`config.mk`:
```
export PLATFORM = sky130hd
export DESIGN_NAME = wsc_timer
export DESIGN_NICKNAME = d
export VERILOG_FILES = /design/src/rtl/wsc_pkg.sv /design/src/rtl/wsc_ctrl_reg.sv /design/src/rtl/wsc_idle_track.sv /design/src/rtl/wsc_cost_calc.sv /design/src/rtl/wsc_timer.sv
export SDC_FILE = /design/constraint.sdc
export NUM_CORES = 1
export LEC_CHECK = 0
export ABC_AREA = 0
export ABC_CLOCK_PERIOD_IN_PS = 3880
export BUFFER_PORTS_ARGS = -buffer_cell sky130_fd_sc_hd__buf_2
export CORE_MARGIN = 2
export CORE_UTILIZATION = 41
export DETAILED_ROUTE_END_ITERATION = 8
export PLACE_DENSITY = 0.81
export REMOVE_ABC_BUFFERS = 1
export SYNTH_ARGS = -nofsm -noshare
export SYNTH_HDL_FRONTEND = slang
export SYNTH_HIERARCHICAL = 1
export SYNTH_SLANG_ARGS = --single-unit
```
`constraint.sdc`:
```
create_clock -name clk -period 3.88 [get_ports clk]
set_clock_uncertainty 0.15 [all_clocks]
set_input_delay 0.388 -clock clk [delete_from_list [all_inputs] [get_ports clk]]
set_output_delay 0.388 -clock clk [all_outputs]
set_load 0.02 [all_outputs]
```
`src/rtl/wsc_pkg.sv`:
```
// Shared types and cost tables for the wait-state timing calculator.
// Assumes single-transfer costs fit in CYC_W bits and double-transfer in COST_W.
package wsc_pkg;

    localparam int unsigned CYC_W  = 4;
    localparam int unsigned COST_W = CYC_W + 1;

    typedef enum logic [1:0] {
        ACC_BYTE = 2'd0,
        ACC_HALF = 2'd1,
        ACC_WORD = 2'd2,
        ACC_RSVD = 2'd3
    } acc_size_e;

    // Nonsequential cost of a 2-bit wait code.
    function automatic logic [COST_W-1:0] nseq_cost(input logic [1:0] code);
        logic [COST_W-1:0] c;
        case (code)
            2'd0:    c = COST_W'(5);
            2'd1:    c = COST_W'(4);
            2'd2:    c = COST_W'(3);
            default: c = COST_W'(9);
        endcase
        return c;
    endfunction

    // Sequential cost of a window: window 3 mirrors its nonsequential cost.
    function automatic logic [COST_W-1:0] seq_cost(input logic [1:0] win,
                                                   input logic       sbit,
                                                   input logic [1:0] ncode);
        logic [COST_W-1:0] c;
        if (win == 2'd3)      c = nseq_cost(ncode);
        else if (sbit)        c = COST_W'(1);
        else if (win == 2'd2) c = COST_W'(8);
        else                  c = COST_W'(2);
        return c;
    endfunction

endpackage

```
`src/rtl/wsc_ctrl_reg.sv`:
```
// Wait-control register: stores writes (reserved bit dropped) and decodes
// the per-window wait fields. Assumes fields are evenly strided from N_BASE.
module wsc_ctrl_reg #(
    parameter int unsigned REG_W        = 16,
    parameter int unsigned NUM_PROG     = 3,
    parameter int unsigned N_BASE       = 2,
    parameter int unsigned FIELD_STRIDE = 3,
    parameter int unsigned RSVD_BIT     = 13
) (
    input  logic                     clk,
    input  logic                     rst_n,
    input  logic                     we,
    input  logic [REG_W-1:0]         wdata,
    output logic [REG_W-1:0]         rdata,
    output logic [NUM_PROG:0][1:0]   ncode,
    output logic [NUM_PROG-1:0]      sbit
);

    localparam logic [REG_W-1:0] WR_MASK = ~(REG_W'(1) << RSVD_BIT);

    logic [REG_W-1:0] reg_q;

    // Register storage with synchronous reset to zero.
    always_ff @(posedge clk) begin
        if (!rst_n)  reg_q <= '0;
        else if (we) reg_q <= wdata & WR_MASK;
    end

    assign rdata = reg_q;

    // Field extraction for each programmable window.
    for (genvar i = 0; i < NUM_PROG; i++) begin : g_win
        localparam int unsigned NLSB = N_BASE + FIELD_STRIDE * i;
        assign ncode[i] = reg_q[NLSB +: 2];
        assign sbit[i]  = reg_q[NLSB + 2];
    end

    // Backup-RAM window code lives in the lowest field.
    assign ncode[NUM_PROG] = reg_q[1:0];

endmodule

```
`src/rtl/wsc_idle_track.sv`:
```
// Remembers an idle cycle spent in cartridge space until the next transfer.
// Assumes a request and a strobe on one edge: the strobe is the later event.
module wsc_idle_track (
    input  logic clk,
    input  logic rst_n,
    input  logic req_valid,
    input  logic idle_strobe,
    input  logic idle_in_cart,
    output logic idle_flag
);

    // Set by cartridge idle strobe, cleared by any transfer or reset.
    always_ff @(posedge clk) begin
        if (!rst_n)                          idle_flag <= 1'b0;
        else if (idle_strobe && idle_in_cart) idle_flag <= 1'b1;
        else if (req_valid)                  idle_flag <= 1'b0;
    end

endmodule

```
`src/rtl/wsc_cost_calc.sv`:
```
// Combinational cost of one access from address, size, hint and wait fields.
// Assumes a 16-bit cartridge bus: words there take two transfers.
module wsc_cost_calc
    import wsc_pkg::*;
#(
    parameter int unsigned ADDR_W     = 32,
    parameter int unsigned CART_BIT   = 27,
    parameter int unsigned SEL_LSB    = 25,
    parameter int unsigned REGION_LSB = 24,
    parameter int unsigned BOUND_LSB  = 1,
    parameter int unsigned BOUND_MSB  = 16,
    parameter int unsigned NUM_PROG   = 3
) (
    input  logic [ADDR_W-1:0]       addr,
    input  acc_size_e               size,
    input  logic                    seq_hint,
    input  logic                    idle_flag,
    input  logic [NUM_PROG:0][1:0]  ncode,
    input  logic [NUM_PROG-1:0]     sbit,
    output logic [COST_W-1:0]       cost
);

    logic [1:0]          win;
    logic [2:0]          region;
    logic [NUM_PROG:0]   sbit_ext;
    logic                is_word;
    logic                on_bound;
    logic                eff_seq;
    logic [COST_W-1:0]   n_cyc;
    logic [COST_W-1:0]   s_cyc;
    logic [COST_W-1:0]   cart_cost;
    logic [COST_W-1:0]   sys_cost;
    logic                unused_addr_bits;

    assign win      = addr[SEL_LSB +: 2];
    assign region   = addr[REGION_LSB +: 3];
    assign sbit_ext = {1'b0, sbit};
    assign is_word  = (size == ACC_WORD);
    assign on_bound = (addr[BOUND_MSB:BOUND_LSB] == '0);
    assign unused_addr_bits = ^{addr[ADDR_W-1:CART_BIT+1],
                                addr[REGION_LSB-1:BOUND_MSB+1],
                                addr[BOUND_LSB-1:0]};

    // Sequential only if the hint holds and no override applies.
    always_comb begin
        eff_seq = seq_hint && !on_bound && !idle_flag;
    end

    // Cartridge cost: single or double transfer on the narrow bus.
    always_comb begin
        n_cyc = nseq_cost(ncode[win]);
        s_cyc = seq_cost(win, sbit_ext[win], ncode[win]);
        if (eff_seq) cart_cost = is_word ? (s_cyc << 1) : s_cyc;
        else         cart_cost = is_word ? (n_cyc + s_cyc) : n_cyc;
    end

    // Fixed cost outside cartridge space.
    always_comb begin
        case (region)
            3'd2:       sys_cost = is_word ? COST_W'(6) : COST_W'(3);
            3'd5, 3'd6: sys_cost = is_word ? COST_W'(2) : COST_W'(1);
            default:    sys_cost = COST_W'(1);
        endcase
    end

    // Select by address space.
    always_comb begin
        cost = addr[CART_BIT] ? cart_cost : sys_cost;
    end

endmodule

```
`src/rtl/wsc_timer.sv`:
```
// Top of the wait-state timing calculator: holds the wait-control register,
// tracks cartridge idle cycles and registers one cost per request.
// Assumes one request per cycle; the result appears on the following cycle.
module wsc_timer
    import wsc_pkg::*;
#(
    parameter int unsigned ADDR_W   = 32,
    parameter int unsigned REG_W    = 16,
    parameter int unsigned CART_BIT = 27,
    parameter int unsigned NUM_PROG = 3
) (
    input  logic               clk,
    input  logic               rst_n,
    input  logic               req_valid,
    input  logic [ADDR_W-1:0]  req_addr,
    input  logic [1:0]         req_size,
    input  logic               req_seq,
    input  logic               idle_strobe,
    input  logic [ADDR_W-1:0]  idle_addr,
    input  logic               cfg_we,
    input  logic [REG_W-1:0]   cfg_wdata,
    output logic [REG_W-1:0]   cfg_rdata,
    output logic               cost_valid,
    output logic [COST_W-1:0]  cost_cycles
);

    logic [NUM_PROG:0][1:0]  ncode;
    logic [NUM_PROG-1:0]     sbit;
    logic                    idle_flag;
    logic [COST_W-1:0]       cost_next;
    logic                    unused_idle_bits;

    assign unused_idle_bits = ^{idle_addr[ADDR_W-1:CART_BIT+1], idle_addr[CART_BIT-1:0]};

    wsc_ctrl_reg #(
        .REG_W    (REG_W),
        .NUM_PROG (NUM_PROG)
    ) u_reg (
        .clk   (clk),
        .rst_n (rst_n),
        .we    (cfg_we),
        .wdata (cfg_wdata),
        .rdata (cfg_rdata),
        .ncode (ncode),
        .sbit  (sbit)
    );

    wsc_idle_track u_idle (
        .clk          (clk),
        .rst_n        (rst_n),
        .req_valid    (req_valid),
        .idle_strobe  (idle_strobe),
        .idle_in_cart (idle_addr[CART_BIT]),
        .idle_flag    (idle_flag)
    );

    wsc_cost_calc #(
        .ADDR_W   (ADDR_W),
        .CART_BIT (CART_BIT),
        .NUM_PROG (NUM_PROG)
    ) u_calc (
        .addr      (req_addr),
        .size      (acc_size_e'(req_size)),
        .seq_hint  (req_seq),
        .idle_flag (idle_flag),
        .ncode     (ncode),
        .sbit      (sbit),
        .cost      (cost_next)
    );

    // Result register: valid pulses the cycle after a request.
    always_ff @(posedge clk) begin
        if (!rst_n) begin
            cost_valid  <= 1'b0;
            cost_cycles <= '0;
        end else begin
            cost_valid <= req_valid;
            if (req_valid) cost_cycles <= cost_next;
        end
    end

endmodule

```
==> results of run 1 <==
layer usage:
layer  GRT usage  share of wire
met3      0.0278          0.066
met2       0.277           0.48
met4      0.0559          0.013
met5           0              0
met1       0.189           0.44
worst max-delay path: cells and delay by family:
family | cells | cell delay (ps)
muxes | 2 | 760
and+or+nand+nor | 3 | 370
buffers and inverters | 2 | 290
adders and majority gates | 2 | 590
AOI/OAI and AO/OA | 4 | 690
power breakdown:
part	internal (mW)	leakage [nW]	switching, mW
sequential	0.239	0.181	0.0101
clock	0.0691	0.0216	0.0655
combinational	0.0730	0.682	0.0790
total	0.381	0.885	0.155
cells by family after synthesis:
logic type               Yosys count  share of synthesized area
AO/OA/AOI/OAI                     26                      0.125
adder cells (fa/ha/maj)            4                     0.0378
buffers and inverters             24                      0.111
flip-flops                        22                      0.289
multiplexers                      30                      0.226
other                              1                    0.00246
AND/OR/NAND/NOR                   52                      0.209
sequential cells by signal, indices dropped and copies added, names as in the netlist:
register,flops
cost_cycles,5
u_idle/idle_flag,1
cost_valid,1
u_reg/rdata,15
placed cells by master, fill, tap and decap left out, types with 2 or more instances in the layout:
master and count:
o21ai_0 4, nand2b_1 4, clkbuf_8 3, mux4_2 2
inv_1 4, mux2i_1 25, a22o_1 2, nor2_1 4
nand2_1 6, dfxtp_1 22, nor2b_1 24, buf_2 64
a21oi_1 7, and3b_1 2, o22a_1 2, ha_1 3
mux2_2 2, nor3_1 2, nor4_1 4
stage by stage:
step / utilization / power, mW
after global placement: 0.486 / 0.403
after CTS: 0.498 / 0.541
after global routing: 0.498 / 0.573
after detailed placement: 0.486 / 0.407
after floorplan: - / 0.348
final: 0.498 / 0.536
layout make-up:
| type | instances | area share |
|---|---|---|
| clock buffers | 3 | 0.0230 |
| inverters | 5 | 0.0105 |
| repair buffers | 64 | 0.179 |
| multi-input cells | 113 | 0.509 |
| flip-flops and latches | 22 | 0.245 |
| well taps | 48 | 0.0335 |
path summary, 6_finish.rpt:
kind / to / startpoint
worst min register to register: u_idle/idle_flag / u_idle/idle_flag
worst min-delay path: u_idle/idle_flag / idle_addr[27]
worst max-delay path: cost_cycles[4] / req_addr[25]
worst max register to register: cost_cycles[4] / u_reg/rdata[0]
==> results.sh, run 1 <==
export IMPL_dieArea_sq_um=4220
export IMPL_r2r_slack_ps=880
export IMPL_yosysSeqAreaShare=0.289
export IMPL_netlist_area_sq_um=1520
export IMPL_pre_cts_slack_ps=569
export IMPL_path_cells="buf_2, mux4_2, nand2b_4, ha_1, inv_1, fa_1, nor3_1, o21ai_0, o31ai_1, a211oi_1, a2111oi_0, mux2i_1, nor2b_1"
export IMPL_via_count=1270
export IMPL_drc_errors=0
export IMPL_path_class="input port to flip-flop"
export IMPL_ant_nets=0
export IMPL_firstDrtPassIters=4
export IMPL_area_delta_synth_final_pct=17.8
export IMPL_tns_ps=0
export IMPL_numCtsBuffers=3
export IMPL_endpoint_kind="flip-flop"
export IMPL_grt_pass1_wl_mm=5.25
export IMPL_multi_input_comb_area_sq_um=913
export IMPL_grt_pass1_vias=1256
export IMPL_dp_cells=252
export IMPL_cts_sinks=22
export IMPL_power_density_nw_per_um2=299
export IMPL_yosys_area_top_type="dfxtp_1"
export IMPL_drive_gt1_frac=0.372
export IMPL_yosysTopAreaCellShare=0.289
export IMPL_r2r_cells=12
export IMPL_yosysMostFrequentCell="mux2i_1"
export IMPL_routabilityCongestion=0.834
export IMPL_arrival_ps=3100
export IMPL_post_route_min_period_ps=3060
export IMPL_setup_viol=0
export IMPL_antennaDiodeCount=0
export IMPL_synth_cell_types=43
export IMPL_cts_buffer_depth=2
export IMPL_peakVddDrop_v=0.000214
export IMPL_drv_slew=0
export IMPL_antenna_found_initial=0
export IMPL_viasPerCell=4.98
export IMPL_layoutNonFillerInstCount=255
export IMPL_dpl_cell_area_sq_um=1750
export IMPL_fmax_ghz=0.327
export IMPL_wl_per_cell_microns=12.2
export IMPL_design_core_area_sq_um=3610
export IMPL_grtUsageTotal=0.157
export IMPL_outcome="finished clean"
export IMPL_insertion_delay_ps=250
export IMPL_yosys_top_cells_area="dfxtp_1 29%, mux2i_1 16%, nor2b_1 9.9%"
export IMPL_synthTopCellsByCount="25 x mux2i_1, 24 x nor2b_1, 22 x dfxtp_1"
export IMPL_synthArstFlopShare=0
export IMPL_start_kind="input port"
export IMPL_cp_max_fo=14
export IMPL_die_width_microns=64.9
export IMPL_ios=110
export IMPL_drt_iter0_drc=23
export IMPL_regArea_sq_um=440
export IMPL_h_tree_depth=1
export IMPL_hold_viol=0
export IMPL_placementRows=22
export IMPL_dpl_hpwl_mm=2.46
export IMPL_cts_reportedPaths_clkPinSlew_ps=70
export IMPL_hold_class="input port to flip-flop"
export IMPL_avgSynthCellArea_sq_um=9.58
export IMPL_yosysWarnings=6
export IMPL_critPathSlowestCell="mux4_2"
export IMPL_synth_flop_cell="dfxtp_1"
export IMPL_cts_resized=0
export IMPL_whs_path_depth=3
export IMPL_p_leak_nw=0.885
export IMPL_rsz0062_at_grt="false"
export IMPL_hold_buffers=0
export IMPL_period_share=0.789
export IMPL_die_h_microns=64.9
export IMPL_fill_cells=364
export IMPL_numPortBuffers=64
export IMPL_postSynthCellCount=159
export IMPL_whs_ps=231
export IMPL_root_buffer="clkbuf_8"
export IMPL_synth_edff_count=0
export IMPL_grt_remaining_overflow=0
export IMPL_critPathRequiredTime_ps=3920
export IMPL_cap_violations=0
export IMPL_fin_nets=301
export IMPL_slowest_delay_ps=630
export IMPL_drt_wl_total_mm=3.11
export IMPL_start_util=0.422
export IMPL_postCtsSetupBuffers=0
export IMPL_final_cell_area_sq_um=1790
export IMPL_cts_tree="done"
export IMPL_synth_seq_cells=22
export IMPL_setup_slack_ps=820
export IMPL_grt_max_degree=23
Power figures use the tool's default switching activity.
==> run 2: changes to the inputs <==
ABC_CLOCK_PERIOD_IN_PS = 3100   (was 3880)
clock period = 3.1 ns   (was 3.88 ns; I/O delays follow)
==> results.sh, run 2 (synthesis gave the netlist of run 1 again) <==
export IMPL_outcome="finished clean"
export IMPL_viasPerCell=5.00
export IMPL_r2r_cells=10
export IMPL_postCtsSetupBuffers=0
export IMPL_drv_slew=0
export IMPL_combPwrFrac=0.294
export IMPL_design_core_area_sq_um=3610
export IMPL_dpl_hpwl_mm=2.43
export IMPL_power_frac_seq=0.459
export IMPL_placementRows=22
export IMPL_dp_cells=257
export IMPL_regArea_sq_um=442
export IMPL_r2r_slack_ps=270
export IMPL_fill_cells=348
export IMPL_drt_iter0_drc=23
export IMPL_pre_cts_slack_ps=-59.0
export IMPL_fmax_ghz=0.353
export IMPL_hold_buffers=0
export IMPL_endpoint_kind="flip-flop"
export IMPL_sw_frac_of_total=0.287
export IMPL_wl_per_cell_microns=11.8
export IMPL_setup_viol=0
export IMPL_fin_nets=306
export IMPL_start_kind="flip-flop"
export IMPL_period_share=0.914
export IMPL_post_route_min_period_ps=2830
export IMPL_firstDrtPassIters=4
export IMPL_timing_rr_end="cost_cycles[4]"
export IMPL_ios=110
export IMPL_setup_slack_ps=267
export IMPL_routed_top_layer="met4"
export IMPL_multi_input_comb_area_sq_um=922
export IMPL_arrival_ps=2880
export IMPL_dieArea_sq_um=4220
export IMPL_root_buffer="clkbuf_8"
export IMPL_dr_wl_met2_mm=1.49
export IMPL_p_int_mw=0.483
export IMPL_wl_met3_microns=186
export IMPL_layoutNonFillerInstCount=260
export IMPL_slowest_delay_ps=550
export IMPL_p_leak_nw=0.911
export IMPL_numPortBuffers=64
export IMPL_via_count=1299
export IMPL_fin_util=0.511
export IMPL_hold_class="input port to flip-flop"
export IMPL_area_delta_synth_final_pct=21.0
export IMPL_layout_commonest_cell="buf_2"
export IMPL_whs_ps=154
export IMPL_path_cells="mux4_2, nand2b_4, ha_1, inv_1, fa_2, o31ai_1, a211oi_1, a2111oi_2, mux2i_1, nor2b_1"
export IMPL_min_from="idle_addr[27]"
export IMPL_peakVddDrop_v=0.000201
export IMPL_clock_power_share=0.247
export IMPL_grt_pass1_wl_mm=5.09
export IMPL_hold_end="u_idle/idle_flag"
export IMPL_grtUsageTotal=0.152
export IMPL_total_power_mw=0.677
export IMPL_path_class="flip-flop to flip-flop"
export IMPL_antennaDiodeCount=0
export IMPL_critPathSlowestCell="mux4_2"
export IMPL_final_cell_mix="64 x buf_2, 25 x mux2i_1, 24 x nor2b_1"
export IMPL_h_tree_depth=1
export IMPL_cts_buffer_depth=2
export IMPL_critPathRequiredTime_ps=3140
export IMPL_whs_path_depth=3
export IMPL_die_h_microns=64.9
export IMPL_cts_resized=0
export IMPL_grt_max_degree=23
export IMPL_numCtsBuffers=3
export IMPL_routabilityCongestion=0.870
export IMPL_insertion_delay_ps=250
export IMPL_power_density_nw_per_um2=368
export IMPL_final_cell_area_sq_um=1840
export IMPL_dpl_cell_area_sq_um=1790
export IMPL_rsz0062_at_grt="false"
export IMPL_ant_nets=0
export IMPL_wl_met1_mm=1.37
export IMPL_grt_remaining_overflow=0
export IMPL_die_width_microns=64.9
export IMPL_cts_reportedPaths_clkPinSlew_ps=70
export IMPL_drc_errors=0
export IMPL_hold_viol=0
export IMPL_antenna_found_initial=0
export IMPL_cap_violations=0
export IMPL_grt_pass1_vias=1261
export IMPL_cp_max_fo=4
export IMPL_drive_gt1_frac=0.401
export IMPL_tns_ps=0
export IMPL_start_util=0.422
export IMPL_r2r_start="u_reg/rdata[8]"
export IMPL_p_switching_mw=0.195
export IMPL_cts_tree="done"
export IMPL_largest_reg_flops=15
export IMPL_cts_sinks=22
export IMPL_drt_wl_total_mm=3.07
[run 2: area by class of cell]
type                            instances  area share
Timing Repair Buffer                   69       0.194
Sequential cell                        22       0.240
Tap cell                               48      0.0326
Clock buffer                            3      0.0224
Multi-Input combinational cell        113       0.501
Inverter                                5      0.0102
[run 2: critical path: cells and delay by family (launching register included)]
family | cells | cell delay [ps]
AO/OA/AOI/OAI | 3 | 820
adder cells (fa/ha/maj) | 2 | 540
buffers and inverters | 1 | 60
flip-flops | 1 | 320
multiplexers | 2 | 670
AND/OR/NAND/NOR | 2 | 220
[run 2: metal layers]
metal | vias to the layer above | global-route usage
li1 | 662 | -
met1 | 591 | 0.171
met2 | 42 | 0.278
met3 | 4 | 0.0365
met4 | 0 | 0.0479
met5 | - | 0
[run 2: power by group through the flow]
stage | logic, mW | registers [mW] | clock network, mW
6_report | 0.199 | 0.311 | 0.168
2_1_floorplan | 0.0992 | 0.336 | 0
4_1_cts | 0.197 | 0.311 | 0.177
3_5_place_dp | 0.197 | 0.318 | 0
5_1_grt | 0.221 | 0.313 | 0.189
3_3_place_gp | 0.193 | 0.317 | 0
[run 2: how the worst max path moves through the flow]
stage	start	endpoint	slack, ps	depth (start not counted)
floorplan	u_reg/rdata[0]	cost_cycles[4]	300	12
global placement	req_addr[25]	cost_cycles[4]	-2	13
detailed placement	req_addr[25]	cost_cycles[4]	-60	13
CTS	u_reg/rdata[8]	cost_cycles[4]	80	12
global route	u_reg/rdata[8]	cost_cycles[4]	10	12
finish	u_reg/rdata[8]	cost_cycles[4]	270	10
